File: config.mk
export PLATFORM = sky130hd
export DESIGN_NAME = fpc_range_bank
export DESIGN_NICKNAME = d
export VERILOG_FILES = /design/src/rtl/flash_prot_pkg.sv /design/src/rtl/fpc_range_bank.sv
export SDC_FILE = /design/constraint.sdc
export NUM_CORES = 1
export LEC_CHECK = 0
export ABC_CLOCK_PERIOD_IN_PS = 1800
export BUFFER_PORTS_ARGS = -buffer_cell sky130_fd_sc_hd__buf_4
export CELL_PAD_IN_SITES_DETAIL_PLACEMENT = 1
export CELL_PAD_IN_SITES_GLOBAL_PLACEMENT = 2
export CORE_ASPECT_RATIO = 0.7
export CORE_MARGIN = 8
export CORE_UTILIZATION = 32
export DETAILED_ROUTE_END_ITERATION = 12
export HOLD_SLACK_MARGIN = 0.06
export PLACE_DENSITY_LB_ADDON = 0.1
export SLEW_MARGIN = 20
export SYNTH_ARGS = -nofsm -noshare
export SYNTH_HDL_FRONTEND = slang
export SYNTH_SLANG_ARGS = --single-unit
File: constraint.sdc
create_clock -name clk -period 1.8 [get_ports clk]
set_input_delay 0.36 -clock clk [delete_from_list [all_inputs] [get_ports clk]]
set_output_delay 0.36 -clock clk [all_outputs]
set_load 0.005 [all_outputs]
File: src/rtl/flash_prot_pkg.sv
`timescale 1ns/1ps
package flash_prot_pkg;
  // range register layout
  localparam int PR_REG_W   = 32;
  localparam int PR_WPE_BIT = 31;
  localparam int PR_RPE_BIT = 15;
  localparam int PR_HI_LSB  = 16;
  localparam int PR_LO_LSB  = 0;
  localparam logic [PR_REG_W-1:0] PR_WR_MASK = 32'h9FFF_9FFF;

  typedef enum logic [1:0] {
    FK_READ  = 2'b00,
    FK_PROG  = 2'b01,
    FK_ERASE = 2'b10,
    FK_NONE  = 2'b11
  } fkind_e;
endpackage

File: src/rtl/fpc_range_bank.sv
`timescale 1ns/1ps
module fpc_range_bank
  import flash_prot_pkg::*;
#(
  parameter int NUM_RANGES = 5,
  parameter int IDX_W      = 3
) (
  input  logic                           clk,
  input  logic                           rst_n,
  input  logic                           wr_en,
  input  logic [IDX_W-1:0]               wr_idx,
  input  logic [PR_REG_W-1:0]            wr_data,
  input  logic [IDX_W-1:0]               rd_idx,
  input  logic                           lock_set,
  output logic                           lock_q,
  output logic [PR_REG_W-1:0]            rd_data,
  output logic [NUM_RANGES*PR_REG_W-1:0] regs_flat
);
  logic [PR_REG_W-1:0] regs_q [NUM_RANGES];

  always_ff @(posedge clk or negedge rst_n) begin
    if (!rst_n)        lock_q <= 1'b0;
    else if (lock_set) lock_q <= 1'b1;
  end

  for (genvar g = 0; g < NUM_RANGES; g++) begin : g_reg
    always_ff @(posedge clk or negedge rst_n) begin
      if (!rst_n)
        regs_q[g] <= '0;
      else if (wr_en && !lock_q && (wr_idx == IDX_W'(g)))
        regs_q[g] <= wr_data & PR_WR_MASK;
    end
    assign regs_flat[g*PR_REG_W +: PR_REG_W] = regs_q[g];
  end

  always_comb begin
    rd_data = '0;
    for (int i = 0; i < NUM_RANGES; i++)
      if (rd_idx == IDX_W'(i)) rd_data = regs_q[i];
  end
endmodule

==> flow_metrics.py, run 1 <==
metrics = {
    "routing": {
        "viasPerCell": 4.79,
        "first_iter_violations": 180,
        "totalWireLength_um": 23100,
        "detail-route-antenna-nets": 0,
        "dr.pass1.iters": 4,
        "wire_per_inst_um": 22.2,
        "drc_errors": 0,
        "vias": 4987,
    },
    "global_route": {
        "grt_pass1_wl_um": 34800,
        "grt_usage_pct": 17.8,
        "antenna_found_initial": 0,
        "grt_max_degree": 42,
        "grt_pass1_vias": 5539,
        "grt_overflow_total": 0,
    },
    "power": {
        "netSwitchingFraction_pct": 23.2,
        "power_density_nw_per_um2": 850,
        "combinationalPowerShare_pct": 11.3,
        "p_switching_w": 0.00194,
        "peakVddDrop_mv": 0.522,
        "p_int_w": 0.00642,
        "total_power_w": 0.00837,
        "power_leakage_nw": 5.22,
        "clkPwrFrac_pct": 48.2,
        "pwr-share-seq_pct": 40.5,
    },
    "logic_synthesis": {
        "async_reset_ff_share_pct": 100,
        "synth_seq_cells": 141,
        "synth_area_leaders": "dfrtp_1 (54%), mux2_2 (24%), mux2i_1 (5.5%)",
        "syn_avg_cell_area_um2": 13.6,
        "synth_seq_area_share_pct": 53.6,
        "ys_warn_count": 0,
        "synth_edf_count": 0,
        "yosysTopAreaCell": "dfrtp_1",
        "synth_cells": 483,
        "synth_top_area_share_pct": 53.6,
        "netlist_area_um2": 6580,
        "synth_cell_types": 26,
        "synth_flop_cell": "dfrtp_1",
    },
    "worst_setup_path": {
        "startpoint_type": "register",
        "slowest_delay_ns": 0.40,
        "cpLargestDelayFamily": "flip-flops",
        "crit_path_top_delay_cell": "dfrtp_1",
        "worst-path-buf-inv": 1,
        "end_kind": "output port",
        "crit_chain": "mux2i_1 > o22ai_1 > a31o_2 > buf_6",
        "required_ns": 1.44,
        "cp_data_arrival_time_ns": 1.44,
        "cp_max_fo": 3,
        "criticalPathCategory": "reg2out",
    },
    "clocking": {
        "clkLatencyLatePin_ns": 0.41,
        "path_clk_slew_ns": 0.06,
        "cts_htree_levels": 4,
        "tritoncts": "done",
        "cts_buffers": 17,
        "ctsLongestPathBuffers": 2,
        "clock_sinks": 141,
        "cts.root.buffer_cell": "clkbuf_16",
    },
    "place": {
        "place.gp.congestion": 0.746,
        "place_hpwl_um": 16600,
        "post-place-cells": 967,
        "place_area_um2": 8600,
        "port_buffers": 206,
    },
    "final_layout": {
        "num-fill-cells": 2094,
        "layout_commonest_cell": "buf_4",
        "antenna_cells": 0,
        "layout-drive-gt1-share_pct": 64.4,
        "final_cell_mix": "buf_4 (252), dfrtp_1 (141), mux2_2 (139)",
        "final_area_um2": 9840,
        "nets": 794,
        "seq_area_um2": 3530,
        "utilization_pct": 48.2,
        "multi_input_area_um2": 2940,
        "area_delta_synth_final_pct": 49.7,
        "fin_cells": 1041,
    },
    "min_path": {
        "hp-class": "in2reg",
    },
    "floorplanning": {
        "die_area_um2": 25500,
        "core_area_um2": 20400,
        "die_width_um": 187,
        "start_util_pct": 32.2,
        "row_count": 44,
        "die_y_um": 136,
        "io_pins": 235,
    },
    "timing": {
        "hold_viol_final": 0,
        "setup_violations": 1,
        "fin_ws_ns": -0.00492,
        "period_minus_slack_ns": 1.80,
        "whs_ns": 0.131,
        "maxSlewViolCount": 0,
        "skew_ns": 0.00947,
        "max_freq_ghz": 0.554,
        "timing.final.crit_share_pct": 100,
        "rsz0062_at_grt": "true",
    },
    "run": {
        "maxCapViolCount": 0,
    },
    "status": {
        "violations": "negative setup slack",
        "status": "finished, violations left",
    },
}
[cell families (layout without fill, tap and decap cells)]
group	after synthesis	after routing	synth area share, %
simple gates	54	54	4.01
flops	141	141	53.6
compound gates	56	56	7.02
mux	176	176	29.5
buf+inv	55	314	5.76
other cells	1	24	0.0570
[final timing paths]
path,startpoint,slack (ns),to,cells past startpoint
max,regs_flat[124]$_DFFE_PN0P_,-0.005,rd_data[28],4
min in group asynchronous,rst_n,0.43,regs_flat[38]$_DFFE_PN0P_,2
min reg2reg,regs_flat[23]$_DFFE_PN0P_,0.53,regs_flat[23]$_DFFE_PN0P_,1
min,lock_set,0.13,lock_q$_DFFE_PN0P_,2
max in group asynchronous,rst_n,0.78,regs_flat[58]$_DFFE_PN0P_,3
max reg2reg,lock_q$_DFFE_PN0P_,0.18,regs_flat[90]$_DFFE_PN0P_,4
[Yosys cell counts, types with 2 or more instances]
| master | number |
|---|---|
| dfrtp_1 | 141 |
| a2bb2oi_1 | 21 |
| nand2_1 | 21 |
| o22a_1 | 20 |
| clkbuf_1 | 5 |
| buf_4 | 24 |
| buf_2 | 18 |
| mux2i_1 | 36 |
| o22ai_1 | 7 |
| a21o_1 | 6 |
| nor2_1 | 23 |
| or2_2 | 2 |
| mux2_2 | 139 |
| buf_6 | 8 |
[state kept, by name, summed over array words and instances, names as in the netlist]
| signal | cells |
|---|---|
| regs_flat | 140 |
| lock_q | 1 |
[metal layers]
| layer | track usage [%] | routed length (um) | part of all wire, % |
|---|---|---|---|
| met1 | 23.0 | 10400 | 45 |
| met2 | 28.3 | 10800 | 47 |
| met3 | 6.48 | 1640 | 7.1 |
| met4 | 4.35 | 282 | 1.2 |
| met5 | 0 | 0 | 0 |
[stage by stage]
stage	setup TNS (ns)	setup WS, ns
after floorplan	0	0.0950
after global placement	-0.330	-0.0406
after detailed placement	-0.655	-0.0710
after CTS	-0.285	-0.0348
after global routing	-0.328	-0.0881
final	-0.00492	-0.00492
[power groups by stage]
stage | sequential (W) | clock, W | combinational [W]
after floorplan | 0.00343 | 0 | 0.000323
after global placement | 0.00344 | 0 | 0.000832
after detailed placement | 0.00344 | 0 | 0.000852
after CTS | 0.00339 | 0.00411 | 0.000871
after global routing | 0.00340 | 0.00427 | 0.00103
final | 0.00339 | 0.00403 | 0.000947
[layout make-up]
class | count | share of cell area, %
clock inverters | 13 | 2.40
clock buffers | 19 | 4.40
repair buffers | 282 | 24.0
well taps | 276 | 3.51
flip-flops and latches | 141 | 35.8
multi-input cells | 310 | 29.8
[repair_timing]
action	4_1_cts	5_1_grt
cloned	0	1
buffers inserted	5	35
gates resized for setup	8	55
setup endpoints to repair	18	28
pin swaps	1	28
endpoints found under the hold margin	38	0
hold buffers	1	0
(Power assumes the default switching activity.)
==> run 2, diff against run 1 <==
==> constraint.sdc (replaced) <==
create_clock -name clk -period 1.8 [get_ports clk]
set_input_delay 0.18 -clock clk [delete_from_list [all_inputs] [get_ports clk]]
set_output_delay 0.18 -clock clk [all_outputs]
set_load 0.005 [all_outputs]
==> flow_metrics.py, run 2 (synthesis results as in run 1) <==
metrics = {
    "clocking": {
        "cts_htree_levels": 4,
        "cts.root.buffer_cell": "clkbuf_16",
        "tritoncts": "done",
        "clkLatencyLatePin_ns": 0.41,
        "ctsLongestPathBuffers": 2,
        "cts_buffers": 17,
        "clock_sinks": 141,
        "path_clk_slew_ns": 0.06,
        "cts_setup_buffers": 0,
    },
    "power": {
        "peakVddDrop_mv": 0.442,
        "power_leakage_nw": 4.99,
        "power_density_nw_per_um2": 873,
    },
    "timing": {
        "timing.final.crit_share_pct": 90.3,
        "fin_ws_ns": 0.174,
        "max_freq_ghz": 0.615,
        "maxSlewViolCount": 0,
        "setup_violations": 0,
        "period_minus_slack_ns": 1.63,
        "skew_ns": 0.00659,
        "hold_viol_final": 0,
        "finalSetupTns_ns": 0,
        "rsz0062_at_grt": "false",
    },
    "place": {
        "place.gp.congestion": 0.746,
        "post-place-ws_ns": 0.192,
        "port_buffers": 206,
        "place_hpwl_um": 15600,
    },
    "floorplanning": {
        "row_count": 44,
        "io_pins": 235,
        "die_width_um": 187,
        "core_area_um2": 20400,
        "start_util_pct": 32.2,
        "die_area_um2": 25500,
        "die_y_um": 136,
    },
    "routing": {
        "dr.pass1.iters": 4,
        "first_iter_violations": 229,
        "totalWireLength_um": 22600,
        "viasPerCell": 4.80,
        "drc_errors": 0,
        "detail-route-antenna-nets": 0,
        "vias": 4886,
        "wire_per_inst_um": 22.2,
    },
    "worst_setup_path": {
        "cp_max_fo": 17,
        "startpoint_type": "register",
        "crit_chain": "nor3b_4 > and3b_2 > buf_12 > mux2_2",
        "crit_path_top_delay_cell": "dfrtp_1",
        "required_ns": 2.09,
        "cp_data_arrival_time_ns": 1.92,
        "criticalPathCategory": "reg2reg",
        "slowest_delay_ns": 0.42,
        "end_kind": "register",
    },
    "final_layout": {
        "layout-drive-gt1-share_pct": 55.1,
        "largest_reg_flops": 140,
        "num-fill-cells": 2149,
        "antenna_cells": 0,
        "area_delta_synth_final_pct": 43.8,
        "layout_commonest_cell": "buf_4",
        "nets": 771,
        "final_cell_mix": "buf_4 (218), dfrtp_1 (141), mux2_2 (139)",
    },
    "min_path": {
        "hp-class": "in2async",
    },
    "run": {
        "maxCapViolCount": 0,
    },
    "global_route": {
        "grt_pass1_vias": 5540,
        "grt_usage_pct": 18.0,
        "grt_pass1_wl_um": 35300,
        "grt_overflow_total": 0,
        "antenna_found_initial": 0,
        "grt_max_degree": 46,
    },
    "status": {
        "status": "finished clean",
    },
}
run 2: cell count changes in the layout (fill, tap and decap cells not counted), moves of 2 or more:
cell,previous run,this run
a2bb2oi_1,2,21
a2bb2oi_2,19,0
buf_12,15,10
buf_4,252,218
buf_6,13,1
clkbuf_8,0,2
dlygate4sd3_1,1,30
inv_6,3,0
nand2_1,7,21
nand2_2,13,1
nand2_4,2,0
run 2: worst max-delay path, delay by kind of cell (launching register included):
| kind | cells | cell delay, ns |
|---|---|---|
| buf+inv | 1 | 0.19 |
| flops | 1 | 0.42 |
| mux | 1 | 0.37 |
| simple gates | 2 | 0.51 |
run 2: cell type report:
| cell class | instances | area, um^2 | share of cell area [%] |
|---|---|---|---|
| clock buffer | 20 | 457 | 4.83 |
| multi-input combinational | 310 | 2770 | 29.2 |
| timing repair buffer | 259 | 2150 | 22.7 |
| sequential | 141 | 3530 | 37.3 |
| tap | 276 | 345 | 3.65 |
| clock inverter | 11 | 214 | 2.26 |
run 2: repair_timing:
| item | in CTS | in global routing |
|---|---|---|
| gates resized for setup | 0 | 0 |
| hold buffers | 30 | 0 |
| endpoints found under the hold margin | 181 | 0 |
run 2: final timing paths:
path                            slack, ns                       from  cells after the start                        end
worst min register to register       0.53  regs_flat[55]$_DFFE_PN0P_                      1  regs_flat[55]$_DFFE_PN0P_
min in group clk                     0.41                  wr_idx[1]                      4  regs_flat[99]$_DFFE_PN0P_
worst max-delay path                 0.17         lock_q$_DFFE_PN0P_                      4  regs_flat[71]$_DFFE_PN0P_
worst min-delay path                 0.27                      rst_n                      2  regs_flat[38]$_DFFE_PN0P_
worst max register to register       0.17         lock_q$_DFFE_PN0P_                      4  regs_flat[71]$_DFFE_PN0P_
max in group asynchronous            0.90                      rst_n                      3  regs_flat[43]$_DFFE_PN0P_
run 2: where the power goes:
part	leakage (nW)	internal, W	total (W)	switching, W
registers	1.93	0.00329	0.00339	0.000102
clock network	0.322	0.00266	0.00401	0.00135
logic	2.74	0.000468	0.000864	0.000396
total	4.99	0.00642	0.00826	0.00184
run 2: per-layer routing:
layer | routed length [um] | vias to the layer above | track usage (%) | share of wire, %
met5 | 0 | - | 0 | 0
met4 | 405 | 0 | 5.19 | 1.8
met3 | 1390 | 21 | 5.92 | 6.1
met2 | 10500 | 153 | 28.2 | 46
met1 | 10300 | 2522 | 23.5 | 46
li1 | - | 2190 | - | -
run 2: through the flow:
stage / utilization, % / power [W] / std cells / instance area (um^2) / hold slack [ns]
final: 46.3 / 0.00826 / 1017 / 9460 / 0.272
after global routing: 46.3 / 0.00861 / 1017 / 9460 / 0.300
after CTS: 46.3 / 0.00839 / 1017 / 9460 / 0.267
after detailed placement: 41.6 / 0.00427 / 956 / 8490 / 0.148
after global placement: 41.6 / 0.00424 / 956 / 8490 / 0.150
after floorplan: - / 0.00375 / 506 / 6660 / -0.116
